**src/rtl/wp_lock_pkg.sv**
```systemverilog
package wp_lock_pkg;
  localparam int NCH    = 4;
  localparam int DW     = 32;
  localparam int AW     = 4;
  localparam int NB     = DW / 8;
  localparam int DT_W   = 8;
  localparam int MODE_W = 3;
  localparam int LVL_W  = 2;

  typedef enum logic [LVL_W-1:0] {
    LVL_OPEN = 2'd0,
    LVL_1    = 2'd1,
    LVL_2    = 2'd2,
    LVL_3    = 2'd3
  } lvl_e;

  localparam logic [AW-1:0] A_CTL  = 4'd0;
  localparam logic [AW-1:0] A_IDLE = 4'd1;
  localparam logic [AW-1:0] A_POL  = 4'd2;
  localparam logic [AW-1:0] A_CH   = 4'd3;
  localparam logic [AW-1:0] A_CLK  = 4'd4;
  localparam logic [AW-1:0] A_STAT = 4'd5;

  localparam int B_BRK_EN  = 12;
  localparam int B_BRK_POL = 13;
  localparam int B_OE      = 14;
  localparam int B_LVL     = 24;
  localparam int LVL_BYTE  = B_LVL / 8;
  localparam int B_OFF_I   = 8;
  localparam int B_OFF_R   = 9;
  localparam int B_COMP    = 4;
endpackage

```
**src/rtl/wp_field.sv**
```systemverilog
module wp_field
  import wp_lock_pkg::*;
#(
  parameter int   W        = 1,
  parameter bit   SET_ONLY = 1'b0,
  parameter lvl_e NEED     = LVL_1
) (
  input  logic             clk,
  input  logic             srst,
  input  logic             wr,
  input  logic [W-1:0]     wd,
  input  logic [LVL_W-1:0] level,
  output logic [W-1:0]     q,
  output logic             viol
);
  logic locked;
  assign locked = (level >= NEED);

  always_comb begin
    if (SET_ONLY) viol = wr && locked && (|(q & ~wd));
    else          viol = wr && locked && (wd != q);
  end

  always_ff @(posedge clk) begin
    if (srst) begin
      q <= '0;
    end else if (wr) begin
      if (!locked)      q <= wd;
      else if (SET_ONLY) q <= q | wd;
    end
  end

  generate
    if (SET_ONLY) begin : g_setonly

      no_clear_chk: assert property (@(posedge clk) disable iff (srst)
        locked |=> ((~q & $past(q)) == '0));
    end else begin : g_frozen

      frozen_chk: assert property (@(posedge clk) disable iff (srst)
        locked |=> $stable(q));
    end
  endgenerate
endmodule

```
**src/rtl/wp_lock_ctrl.sv**
```systemverilog
module wp_lock_ctrl
  import wp_lock_pkg::*;
(
  input  logic             clk,
  input  logic             srst,
  input  logic             wr,
  input  logic [LVL_W-1:0] wd,
  output logic [LVL_W-1:0] level,
  output logic             viol
);
  logic taken;

  always_ff @(posedge clk) begin
    if (srst) begin
      level <= LVL_OPEN;
      taken <= 1'b0;
    end else if (wr && !taken) begin
      level <= wd;
      taken <= 1'b1;
    end
  end

  assign viol = wr && taken && (wd != level);


  level_frozen_chk: assert property (@(posedge clk) disable iff (srst)
    taken |=> $stable(level));


  taken_on_write_chk: assert property (@(posedge clk) disable iff (srst)
    wr |=> taken);
endmodule

```
**src/rtl/wp_viol_status.sv**
```systemverilog
module wp_viol_status (
  input  logic clk,
  input  logic srst,
  input  logic viol,
  input  logic clr,
  output logic reject,
  output logic sticky
);
  always_ff @(posedge clk) begin
    if (srst) begin
      reject <= 1'b0;
      sticky <= 1'b0;
    end else begin
      reject <= viol;
      sticky <= viol | (sticky & ~clr);
    end
  end


  reject_sets_sticky_chk: assert property (@(posedge clk) disable iff (srst)
    reject |-> sticky);


  sticky_hold_chk: assert property (@(posedge clk) disable iff (srst)
    (sticky && !clr && !viol) |=> sticky);
endmodule

```
**src/rtl/wp_lock_top.sv**
```systemverilog
module wp_lock_top
  import wp_lock_pkg::*;
(
  input  logic                    clk,
  input  logic                    rst,
  input  logic                    tmr_rst,
  input  logic                    wr_en,
  input  logic [AW-1:0]           wr_addr,
  input  logic [DW-1:0]           wr_data,
  input  logic [NB-1:0]           wr_be,
  output logic [LVL_W-1:0]        lock_level_o,
  output logic [DT_W-1:0]         dead_time_o,
  output logic                    brk_en_o,
  output logic                    brk_pol_o,
  output logic                    out_en_o,
  output logic [NCH-1:0]          idle_main_o,
  output logic [NCH-1:0]          idle_comp_o,
  output logic                    off_idle_o,
  output logic                    off_run_o,
  output logic [NCH-1:0]          pol_main_o,
  output logic [NCH-1:0]          pol_comp_o,
  output logic [NCH*MODE_W-1:0]   ch_mode_o,
  output logic [NCH-1:0]          ch_pre_o,
  output logic                    tmr_clk_en_o,
  output logic                    clk_mon_en_o,
  output logic                    wr_reject_o,
  output logic                    viol_sticky_o
);
  localparam int NV     = 8 + 6 * NCH;
  localparam int V_CH0  = 8;
  localparam int CH_STR = 8;

  logic srst;
  assign srst = rst | tmr_rst;

  logic hit_ctl, hit_idle, hit_pol, hit_ch, hit_clk, hit_stat;
  assign hit_ctl  = wr_en && (wr_addr == A_CTL);
  assign hit_idle = wr_en && (wr_addr == A_IDLE);
  assign hit_pol  = wr_en && (wr_addr == A_POL);
  assign hit_ch   = wr_en && (wr_addr == A_CH);
  assign hit_clk  = wr_en && (wr_addr == A_CLK);
  assign hit_stat = wr_en && (wr_addr == A_STAT);

  logic unused_bits;
  assign unused_bits = ^wr_data;

  logic [LVL_W-1:0] level;
  logic             lvl_viol;
  logic [NV-1:0]    fv;

  wp_lock_ctrl u_lock (
    .clk   (clk),
    .srst  (srst),
    .wr    (hit_ctl && wr_be[LVL_BYTE]),
    .wd    (wr_data[B_LVL +: LVL_W]),
    .level (level),
    .viol  (lvl_viol)
  );
  assign lock_level_o = level;

  wp_field #(.W(DT_W), .NEED(LVL_1)) u_dt (
    .clk(clk), .srst(srst), .wr(hit_ctl && wr_be[0]),
    .wd(wr_data[DT_W-1:0]), .level(level), .q(dead_time_o), .viol(fv[0]));

  wp_field #(.W(1), .NEED(LVL_1)) u_brk_en (
    .clk(clk), .srst(srst), .wr(hit_ctl && wr_be[B_BRK_EN/8]),
    .wd(wr_data[B_BRK_EN]), .level(level), .q(brk_en_o), .viol(fv[1]));

  wp_field #(.W(1), .NEED(LVL_1)) u_brk_pol (
    .clk(clk), .srst(srst), .wr(hit_ctl && wr_be[B_BRK_POL/8]),
    .wd(wr_data[B_BRK_POL]), .level(level), .q(brk_pol_o), .viol(fv[2]));

  wp_field #(.W(1), .NEED(LVL_1)) u_oe (
    .clk(clk), .srst(srst), .wr(hit_ctl && wr_be[B_OE/8]),
    .wd(wr_data[B_OE]), .level(level), .q(out_en_o), .viol(fv[3]));

  wp_field #(.W(1), .NEED(LVL_2)) u_off_idle (
    .clk(clk), .srst(srst), .wr(hit_idle && wr_be[B_OFF_I/8]),
    .wd(wr_data[B_OFF_I]), .level(level), .q(off_idle_o), .viol(fv[4]));

  wp_field #(.W(1), .NEED(LVL_2)) u_off_run (
    .clk(clk), .srst(srst), .wr(hit_idle && wr_be[B_OFF_R/8]),
    .wd(wr_data[B_OFF_R]), .level(level), .q(off_run_o), .viol(fv[5]));

  wp_field #(.W(1), .SET_ONLY(1'b1), .NEED(LVL_2)) u_tmr_clk (
    .clk(clk), .srst(srst), .wr(hit_clk && wr_be[0]),
    .wd(wr_data[0]), .level(level), .q(tmr_clk_en_o), .viol(fv[6]));

  wp_field #(.W(1), .SET_ONLY(1'b1), .NEED(LVL_2)) u_clk_mon (
    .clk(clk), .srst(srst), .wr(hit_clk && wr_be[0]),
    .wd(wr_data[1]), .level(level), .q(clk_mon_en_o), .viol(fv[7]));

  generate
    for (genvar c = 0; c < NCH; c++) begin : g_ch
      localparam int VB = V_CH0 + 6 * c;

      wp_field #(.W(1), .NEED(LVL_1)) u_idle_m (
        .clk(clk), .srst(srst), .wr(hit_idle && wr_be[c/8]),
        .wd(wr_data[c]), .level(level), .q(idle_main_o[c]), .viol(fv[VB]));

      wp_field #(.W(1), .NEED(LVL_1)) u_idle_c (
        .clk(clk), .srst(srst), .wr(hit_idle && wr_be[(B_COMP+c)/8]),
        .wd(wr_data[B_COMP+c]), .level(level), .q(idle_comp_o[c]), .viol(fv[VB+1]));

      wp_field #(.W(1), .NEED(LVL_2)) u_pol_m (
        .clk(clk), .srst(srst), .wr(hit_pol && wr_be[c/8]),
        .wd(wr_data[c]), .level(level), .q(pol_main_o[c]), .viol(fv[VB+2]));

      wp_field #(.W(1), .NEED(LVL_2)) u_pol_c (
        .clk(clk), .srst(srst), .wr(hit_pol && wr_be[(B_COMP+c)/8]),
        .wd(wr_data[B_COMP+c]), .level(level), .q(pol_comp_o[c]), .viol(fv[VB+3]));

      wp_field #(.W(MODE_W), .NEED(LVL_3)) u_mode (
        .clk(clk), .srst(srst), .wr(hit_ch && wr_be[c]),
        .wd(wr_data[CH_STR*c +: MODE_W]), .level(level),
        .q(ch_mode_o[MODE_W*c +: MODE_W]), .viol(fv[VB+4]));

      wp_field #(.W(1), .NEED(LVL_3)) u_pre (
        .clk(clk), .srst(srst), .wr(hit_ch && wr_be[c]),
        .wd(wr_data[CH_STR*c + MODE_W]), .level(level),
        .q(ch_pre_o[c]), .viol(fv[VB+5]));
    end
  endgenerate

  wp_viol_status u_stat (
    .clk    (clk),
    .srst   (srst),
    .viol   ((|fv) | lvl_viol),
    .clr    (hit_stat && wr_be[0] && wr_data[0]),
    .reject (wr_reject_o),
    .sticky (viol_sticky_o)
  );


  reset_clears_chk: assert property (@(posedge clk)
    srst |=> (lock_level_o == '0 && dead_time_o == '0 && !viol_sticky_o));
endmodule

```
**config.mk**
```make
export PLATFORM = sky130hd
export DESIGN_NAME = wp_lock_top
export DESIGN_NICKNAME = d
export VERILOG_FILES = /design/src/rtl/wp_lock_pkg.sv /design/src/rtl/wp_field.sv /design/src/rtl/wp_lock_ctrl.sv /design/src/rtl/wp_viol_status.sv /design/src/rtl/wp_lock_top.sv
export SDC_FILE = /design/constraint.sdc
export NUM_CORES = 1
export LEC_CHECK = 0
export BUFFER_PORTS_ARGS = -buffer_cell sky130_fd_sc_hd__buf_2
export CORE_MARGIN = 4
export CORE_UTILIZATION = 36
export CTS_BUF_LIST = sky130_fd_sc_hd__clkbuf_4
export DETAILED_ROUTE_END_ITERATION = 12
export SYNTH_ARGS = -nofsm -noshare
export SYNTH_HDL_FRONTEND = slang
export SYNTH_SLANG_ARGS = --single-unit
```
**constraint.sdc**
```tcl
create_clock -name clk -period 5.1 [get_ports clk]
set_input_delay 1.53 -clock clk [delete_from_list [all_inputs] [get_ports clk]]
set_output_delay 1.53 -clock clk [all_outputs]
set_load 0.01 [all_outputs]
```
==> out/summary.txt, run 1 <==
Setup violations, final - 0
dpl ws - 1880 ps
num rows - 31
post-DR vias/cell - 4.83
kind of critical path - in -> reg
Async S/R FF share, synth - 0%
Switch Pwr - 179 uW
yosys warns - 0
Peak Freq - 0.355 GHz
Root Driver - clkbuf_4
reg-to-reg startpoint - u_lock.level[1]
layout cells sized above 1 - 27.8%
sequential-to-total area share from yosys stat - 37.5%
Startpoint Class - primary input
Ports - 95
Synth Register Bits - 52
Initial Util - 37.6%
max-slew violations - 0
# fillers - 771
Clock Path Buffers - 2
minimum clock period - 2820 ps
top cells by count, synth - 52 x dfxtp_1, 41 x nor2_1, 38 x xnor2_1, 35 x mux2i_1, 22 x nand2_1
WP data arrival - 3040 ps
Die Area - 9170 um2
hpwl dp - 5060 um
Switching Share - 24.9%
Post-synth EDFFs - 0
status - finished clean
Reg area - 1040 um2
All-Layer GR Usage - 15.0%
WL/cell - 14.3 um
Reg power frac - 57.0%
NumNets Final - 414
via count - 2,270
Antenna Cells - 0
power share of the clock group - 33.1%
syn avg cell area - 8.78 um2
Sink Count - 52
maxcap violations - 0
fin crit share - 55.2%
FF-to-FF setup slack - 3450 ps
IO Port Bufs - 85
post-synth cell types - 37
Clock transition at path regs - 170 ps
TNS Setup - 0 ps
Die Y-Extent - 95.8 um
CTS Buf Count - 5
H-tree Lvls - 2
PwrDens - 226 nW/um2
slew of the pin with the lowest slew margin - 1050 ps
portion of total power attributed to combinational logic - 9.9%
largest net degree at the start of global routing - 53
Critical Path Fanout Max - 8
router iterations before antenna repair - 4
Synth Flop Type - dfxtp_1
slowest cell on the critical path - and2_1
first-pass GRT wire length - 10,700 um
Routed WL - 6700 um
Synth-to-Final Area Change - 14.2%
Min-Delay Path Class - reg -> reg
GPL Wtd Cong - 0.801
worst path required time - 5330 ps
Worst Hold Depth - 2
Slew HR - 30.1%
Static Leak - 1.44 nW
Final Hold Fails - 0
core footprint - 7370 um2
critical-path cell list - buf_2 -> nor3b_2 -> and2_1 -> nand3_2 -> mux2i_1 -> nor2_1
PostCTS Resize Cnt - 0
DRC viols - 0
unrepaired setup endpoints after global routing - no
hold endpoint - g_ch[2].u_mode.q[1]
drt first-iter violations - 118
Area contributors post-synth - dfxtp_1 38%, mux2i_1 13%, xnor2_1 12%
top-area cell type share of the netlist area - 37.5%
initial antenna violation count - 0
area leader, netlist - dfxtp_1
Die X - 95.8 um
vias in the first global route - 2,172
Internal - 539 uW
Worst-Skew Late Latency - 370 ps
CP endpoint kind - flip-flop
Reg-to-Reg End - g_ch[0].u_mode.q[1]
Post-CTS Setup Bufs - 0
area of the mapped netlist - 2770 um2
Final Skew - 17.3 ps
post-route ant nets - 0
area taken by multi-input logic gates - 1490 um2
cell count after synthesis - 316
Max IR drop VDD - 112 uV
Post-CTS Hold Buffers - 0
top-count cell post-synth - dfxtp_1
GR Overflow Total - 0
TritonCTS clock tree - built
FF-to-FF path depth - 5
Largest stage delay, worst path - 380 ps
final worst slack - 2280 ps
critical hold path startpoint - g_ch[2].u_mode.q[1]
Post-Syn Nets - 360
[layer usage]
metal	GRT usage [%]	wire length (um)	vias up	part of all wire, %
met5	0	0	-	0
met4	3.20	36	0	0.54
met3	3.36	389	2	5.8
met2	24.3	3020	66	45
met1	20.3	3260	1052	49
li1	-	-	1150	-
[worst max-delay path: cells and delay by family]
family	cells	cell delay [ps]
and+or+nand+nor	4	1150
muxes	1	250
buffers and inverters	1	110
[flip-flops by register name, summed over array words and instances (netlist names), 2 cells and up]
| signal | count |
|---|---|
| u_lock.level | 2 |
| g_ch.u_mode.q | 12 |
| u_dt.q | 8 |
| g_ch.u_idle_m.q | 4 |
| g_ch.u_pol_c.q | 4 |
| g_ch.u_idle_c.q | 4 |
| g_ch.u_pol_m.q | 4 |
| g_ch.u_pre.q | 4 |
[power by group through the flow]
stage / clock network [mW] / registers, mW / logic, mW
after CTS: 0.249 / 0.409 / 0.0715
final: 0.238 / 0.409 / 0.0709
after global routing: 0.263 / 0.409 / 0.0783
after floorplan: 0 / 0.417 / 0.0444
after global placement: 0 / 0.417 / 0.0709
after detailed placement: 0 / 0.417 / 0.0711
[layout by cell type (no fill, tap or decap)]
cell,n
buf_2,85
dfxtp_1,52
nor2_1,41
xnor2_1,38
mux2i_1,35
nand2_1,22
a21oi_1,17
nand3_1,16
nand4_1,10
xor2_1,9
clkbuf_4,5
o21ai_0,4
and2_1,3
and3_1,3
inv_1,3
nor2b_1,2
nand3_2,2
nand2b_1,2
nor3_1,2
o211ai_1,2
nor3b_2,1
or2_2,1
nor2_2,1
nand2_2,1
nand4b_1,1
o21ai_2,1
nor4_2,1
a311o_2,1
o22ai_1,1
a32oi_1,1
o311ai_0,1
o2111ai_1,1
a41oi_1,1
a211oi_2,1
or3_1,1
clkinv_2,1
clkinvlp_4,1
bufinv_16,1
[metrics by stage]
step	hold WS [ps]	util [%]	std cells	power [mW]	area, um2
2_1_floorplan	462	-	316	0.462	2770
3_3_place_gp	464	41.9	462	0.488	3090
3_5_place_dp	473	41.9	462	0.488	3090
4_1_cts	494	43.0	470	0.729	3170
5_1_grt	522	43.0	470	0.750	3170
6_report	490	43.0	470	0.717	3170
[layout make-up]
class / instances / share of cell area, %
clock buffers: 5 / 1.18
well taps: 99 / 3.91
multi-input cells: 223 / 46.9
repair buffers: 85 / 13.4
flip-flops and latches: 52 / 32.9
clock inverters: 3 / 1.34
inverters: 3 / 0.355
[cells by family after synthesis]
family | synth area share [%]
flip-flops | 37.5
XOR/XNOR | 14.8
AO/OA/AOI/OAI | 6.99
AND/OR/NAND/NOR | 19.1
multiplexers | 12.6
buffers and inverters | 8.89
[how the worst max path moves through the flow]
stage,cells past startpoint,start,to,slack (ps)
floorplan,7,wr_data[2],u_stat.sticky,2300
global placement,6,wr_addr[3],g_ch[3].u_idle_c.q,1890
detailed placement,6,wr_addr[3],g_ch[1].u_idle_c.q,1880
CTS,6,wr_addr[3],g_ch[2].u_idle_m.q,2270
global route,6,wr_addr[3],g_ch[3].u_idle_c.q,2130
finish,6,wr_addr[3],g_ch[3].u_idle_c.q,2280
Power figures use the tool's default switching activity.
==> run 2, diff against run 1 <==
--- a/config.mk
+++ b/config.mk
@@ -5,6 +5,7 @@
 export SDC_FILE = /design/constraint.sdc
 export NUM_CORES = 1
 export LEC_CHECK = 0
+export ABC_AREA = 1
 export BUFFER_PORTS_ARGS = -buffer_cell sky130_fd_sc_hd__buf_2
 export CORE_MARGIN = 4
 export CORE_UTILIZATION = 36
==> constraint.sdc (replaced) <==
create_clock -name clk -period 2.7 [get_ports clk]
set_input_delay 0.81 -clock clk [delete_from_list [all_inputs] [get_ports clk]]
set_output_delay 0.81 -clock clk [all_outputs]
set_load 0.01 [all_outputs]
==> run 2 against run 1 <==
Net effect: combinational power grew 120%; wire length grew 14%; sequential power grew 89%; final cell count grew 31%; die area grew 6.6%; area after synthesis grew 7.3%; sequential share of layout area shrank 2.1 points; clock power grew 93%; register-to-register slack lost 2300 ps; hold slack gained 6.2 ps; highest routed layer unchanged.
==> out/summary.txt, run 2 <==
kind of critical path - reg -> out
critical path's top delay family - flip-flops
drt first-iter violations - 127
area leader, netlist - dfxtp_1
router iterations before antenna repair - 4
unrepaired setup endpoints after global routing - no
Peak Freq - 0.489 GHz
layout cells sized above 1 - 23.1%
slew of the pin with the lowest slew margin - 471 ps
maxcap violations - 0
WP data arrival - 1240 ps
commonest non-fill, non-tap cell in the layout - nand2_1
largest register by flop count - g_ch.u_mode.q
critical-path cell list - buf_2
biggest regs - g_ch.u_mode.q x12, u_dt.q x8
TritonCTS clock tree - built
Setup violations, final - 0
post-synth cell types - 23
cell count after synthesis - 453
Synth Flop Type - dfxtp_1
Area contributors post-synth - dfxtp_1 35%, nand2_1 13%, o21ai_0 9.3%
NumNets Final - 558
Static Leak - 1.67 nW
PostCTS Resize Cnt - 0
Min-Delay Path Class - reg -> reg
status - finished clean
Startpoint Class - flip-flop
area of the mapped netlist - 2980 um2
most frequent cells in the layout - 106 x nand2_1, 85 x buf_2, 58 x nor2_1
GR Overflow Total - 0
post-route ant nets - 0
Synth-to-Final Area Change - 13.7%
Clock Path Buffers - 2
fin crit share - 75.8%
Post-CTS Hold Buffers - 0
Buf/Inv on CP - 1
initial antenna violation count - 0
Async S/R FF share, synth - 0%
Worst-Skew Late Latency - 380 ps
Die Area - 9780 um2
DRC viols - 0
top-count cell post-synth - nand2_1
via count - 2,844
final total power - 1.39 mW
placed cell area - 3300 um2
CTS Buf Count - 5
TNS Setup - 0 ps
top cells by count, synth - 106 x nand2_1, 59 x nor2_1, 55 x o21ai_0, 52 x dfxtp_1, 52 x inv_1
dpl cells - 609
Final Skew - 12.5 ps
Largest stage delay, worst path - 640 ps
Die X - 98.9 um
Initial Util - 37.7%
Die Y-Extent - 98.9 um
Worst Hold Slack - 496 ps
Clock transition at path regs - 150 ps
top-area cell type share of the netlist area - 35.0%
Ports - 95
H-tree Lvls - 2
sequential-to-total area share from yosys stat - 35.0%
syn avg cell area - 6.57 um2
Sink Count - 52
largest net degree at the start of global routing - 51
Final Hold Fails - 0
CP endpoint kind - output port
first-pass GRT wire length - 12,300 um
dpl ws - 599 ps
Antenna Cells - 0
Post-CTS Setup Bufs - 0
minimum clock period - 2050 ps
post-route cell area - 3380 um2
post-DR vias/cell - 4.61
Post-synth EDFFs - 0
Post-Syn Nets - 497
IO Port Bufs - 85
worst path required time - 1890 ps
PwrDens - 410 nW/um2
Root Driver - clkbuf_4
hpwl dp - 5820 um
Critical Path Fanout Max - 9
GPL Wtd Cong - 0.810
num rows - 32
Routed WL - 7630 um
max-slew violations - 0
WL/cell - 12.4 um
Max IR drop VDD - 167 uV
All-Layer GR Usage - 15.3%
vias in the first global route - 2,559
number of flip-flops in the largest register - 12
final worst slack - 654 ps
slowest cell on the critical path - dfxtp_1
Slew HR - 68.6%
final cell count without fillers - 617
Synth Register Bits - 52
core footprint - 7890 um2
yosys warns - 0
Finished Core Util - 42.9%
run 2: cell families (layout without fill, tap and decap cells):
logic type / Yosys count / in the layout / share of synthesized area (%)
AND/OR/NAND/NOR: 195 / 195 / 27.5
AO/OA/AOI/OAI: 96 / 96 / 16.4
buffers and inverters: 90 / 152 / 15.3
flip-flops: 52 / 52 / 35.0
XOR/XNOR: 20 / 20 / 5.89
run 2: worst paths after layout:
| kind | startpoint | to | slack [ps] | depth (start not counted) |
|---|---|---|---|---|
| max | u_lock.level[1] | lock_level_o[1] | 650 | 1 |
| max reg2reg | u_lock.level[1] | g_ch[0].u_mode.q[0] | 1180 | 5 |
| min | u_tmr_clk.q | u_tmr_clk.q | 500 | 2 |
| min reg2reg | u_tmr_clk.q | u_tmr_clk.q | 500 | 2 |
run 2: routing by layer:
layer / global-route usage, % / share of wire [%]
met2: 24.9 / 46
met5: 0 / 0
met1: 21.0 / 48
met4: 4.20 / 1.1
met3: 2.55 / 5.0
run 2: tightest hold or removal path, cell delays in order, from the launching register on:
cell	delay, ps
dfxtp_1	340
o21ai_0	70
a21oi_1	60
run 2: power by group:
group / leakage, nW / switching, mW / internal (mW)
clock network: 0.0412 / 0.266 / 0.194
registers: 0.419 / 0.00317 / 0.771
logic: 1.21 / 0.0963 / 0.0565
run 2: layout make-up:
cell class	count	area (um2)
Sequential cell	52	1040
Clock buffer	5	37.5
Tap cell	102	128
Inverter	58	218
Clock inverter	3	42.5
Multi-Input combinational cell	311	1480
Timing Repair Buffer	86	433
Fill cell	858	4510
==> run 3, diff against run 2 <==
--- a/config.mk
+++ b/config.mk
@@ -5,7 +5,7 @@
 export SDC_FILE = /design/constraint.sdc
 export NUM_CORES = 1
 export LEC_CHECK = 0
-export ABC_AREA = 1
+export ABC_AREA = 0
 export BUFFER_PORTS_ARGS = -buffer_cell sky130_fd_sc_hd__buf_2
 export CORE_MARGIN = 4
 export CORE_UTILIZATION = 36
==> constraint.sdc (replaced) <==
create_clock -name clk -period 1.99 [get_ports clk]
set_input_delay 0.597 -clock clk [delete_from_list [all_inputs] [get_ports clk]]
set_output_delay 0.597 -clock clk [all_outputs]
set_load 0.01 [all_outputs]
==> run 3 against run 2 <==
Net effect: sequential share of layout area grew 0.52 points; worst setup slack lost 400 ps; clock skew is 2.1 ps lower; die area fell by 6.2%; utilization up 2.2 points; register-to-register slack worse by 790 ps; first-iteration DRC count is 1.6% lower; highest routed layer unchanged; hold slack worse by 15 ps.
==> out/summary.txt, run 3 (same netlist as run 1, synthesis figures left out) <==
Largest stage delay, worst path - 570 ps
Worst path depth - 1
portion of total power attributed to combinational logic - 12.1%
layer with the highest usage - met2
hpwl dp - 5460 um
most frequent cells in the layout - 85 x buf_2, 52 x dfxtp_1, 41 x nor2_1
Final Skew - 10.4 ps
All-Layer GR Usage - 15.4%
grt met2 use - 23.2%
Static Leak - 1.55 nW
Worst Hold Depth - 3
PostCTS Resize Cnt - 0
Clock transition at path regs - 140 ps
Final Hold Fails - 0
largest register by flop count - g_ch.u_mode.q
Ports - 95
Critical Path Fanout Max - 10
met3 GRT Util - 3.44%
Die Area - 9170 um2
FF-to-FF setup slack - 390 ps
commonest non-fill, non-tap cell in the layout - buf_2
critical path's top delay family - flip-flops
router iterations before antenna repair - 4
Die Y-Extent - 95.8 um
Worst-Skew Late Latency - 370 ps
Setup violations, final - 0
post-route ant nets - 0
Peak Freq - 0.577 GHz
Switch Pwr - 443 uW
Finished Core Util - 45.1%
via count - 2,364
Initial Util - 37.6%
unrepaired setup endpoints after global routing - no
CP endpoint kind - output port
WL/cell - 14.0 um
initial antenna violation count - 1
critical-path cell list - buf_2
Slew HR - 74.9%
vias in the first global route - 2,217
TNS Setup - 0 ps
Switching Share - 25.6%
met1 Usage GRT - 21.9%
largest net degree at the start of global routing - 29
minimum clock period - 1730 ps
Routed WL - 6910 um
Clock Path Buffers - 2
drt first-iter violations - 125
GR Overflow Total - 0
slowest cell on the critical path - dfxtp_1
# fillers - 786
status - finished clean
DRC viols - 0
Die X - 95.8 um
Synth-to-Final Area Change - 19.9%
worst path required time - 1390 ps
WP data arrival - 1140 ps
Reg power frac - 60.6%
Startpoint Class - flip-flop
dpl cells - 485
Post-CTS Setup Bufs - 0
Internal - 1.28 mW
fin crit share - 87.1%
GPL Wtd Cong - 0.844
final cell count without fillers - 493
final total power - 1.73 mW
num rows - 31
Sink Count - 52
CTS Buf Count - 5
Root Driver - clkbuf_4
H-tree Lvls - 2
Min-Delay Path Class - in -> reg
biggest regs - g_ch.u_mode.q x12, u_dt.q x8
post-DR vias/cell - 4.80
layout cells sized above 1 - 31.8%
IO Port Bufs - 85
NumNets Final - 437
slew of the pin with the lowest slew margin - 376 ps
Post-CTS Hold Buffers - 0
maxcap violations - 0
Buf/Inv on CP - 1
max-slew violations - 0
TritonCTS clock tree - built
FF-to-FF path depth - 6
kind of critical path - reg -> out
first-pass GRT wire length - 11,000 um
Max IR drop VDD - 203 uV
PwrDens - 519 nW/um2
Worst Hold Slack - 481 ps
number of flip-flops in the largest register - 12
core footprint - 7370 um2
power share of the clock group - 27.2%
-- run 3: cell count changes in the layout (fill, tap and decap cells not counted), moves of 8 or more --
| cell | previous run | this run |
|---|---|---|
| a21oi_1 | 38 | 17 |
| buf_4 | 1 | 22 |
| inv_1 | 52 | 3 |
| mux2i_1 | 0 | 35 |
| nand2_1 | 106 | 22 |
| nand3_1 | 8 | 16 |
| nand4_1 | 1 | 10 |
| nor2_1 | 58 | 41 |
| nor2_2 | 9 | 1 |
| o21ai_0 | 55 | 4 |
| xnor2_1 | 15 | 38 |
-- run 3: metrics by stage --
step,cell area [um2],worst slack [ps]
detailed placement,3270,-54.8
finish,3330,257
global placement,3270,-19.7
global route,3330,161
CTS,3320,237
floorplan,2770,126
-- run 3: power by group through the flow --
stage | combinational, mW | sequential (mW) | clock (mW)
floorplan | 0.114 | 1.07 | 0
global placement | 0.208 | 1.07 | 0
detailed placement | 0.210 | 1.07 | 0
CTS | 0.211 | 1.05 | 0.501
global route | 0.230 | 1.05 | 0.544
finish | 0.210 | 1.05 | 0.470
-- run 3: worst paths after layout --
| check | start | endpoint |
|---|---|---|
| worst max register to register | g_ch[1].u_pol_m.q | u_stat.sticky |
| worst min-delay path | wr_data[16] | g_ch[2].u_mode.q[0] |
| worst max-delay path | u_lock.level[1] | lock_level_o[1] |
| worst min register to register | u_stat.sticky | u_stat.sticky |
-- run 3: layout make-up --
class / count / area (um2) / area share [%]
diodes: 1 / 2.50 / 0.0752
clock buffers: 6 / 45.0 / 1.35
clock inverters: 1 / 5.00 / 0.150
inverters: 3 / 11.3 / 0.339
multi-input cells: 223 / 1490 / 44.7
flip-flops and latches: 52 / 1040 / 31.3
well taps: 99 / 124 / 3.72
repair buffers: 108 / 611 / 18.4
-- run 3: layer usage --
metal / routed length [um] / part of all wire (%)
met5: 0 / 0
met4: 102 / 1.5
met2: 3040 / 44
met3: 419 / 6.1
met1: 3350 / 48
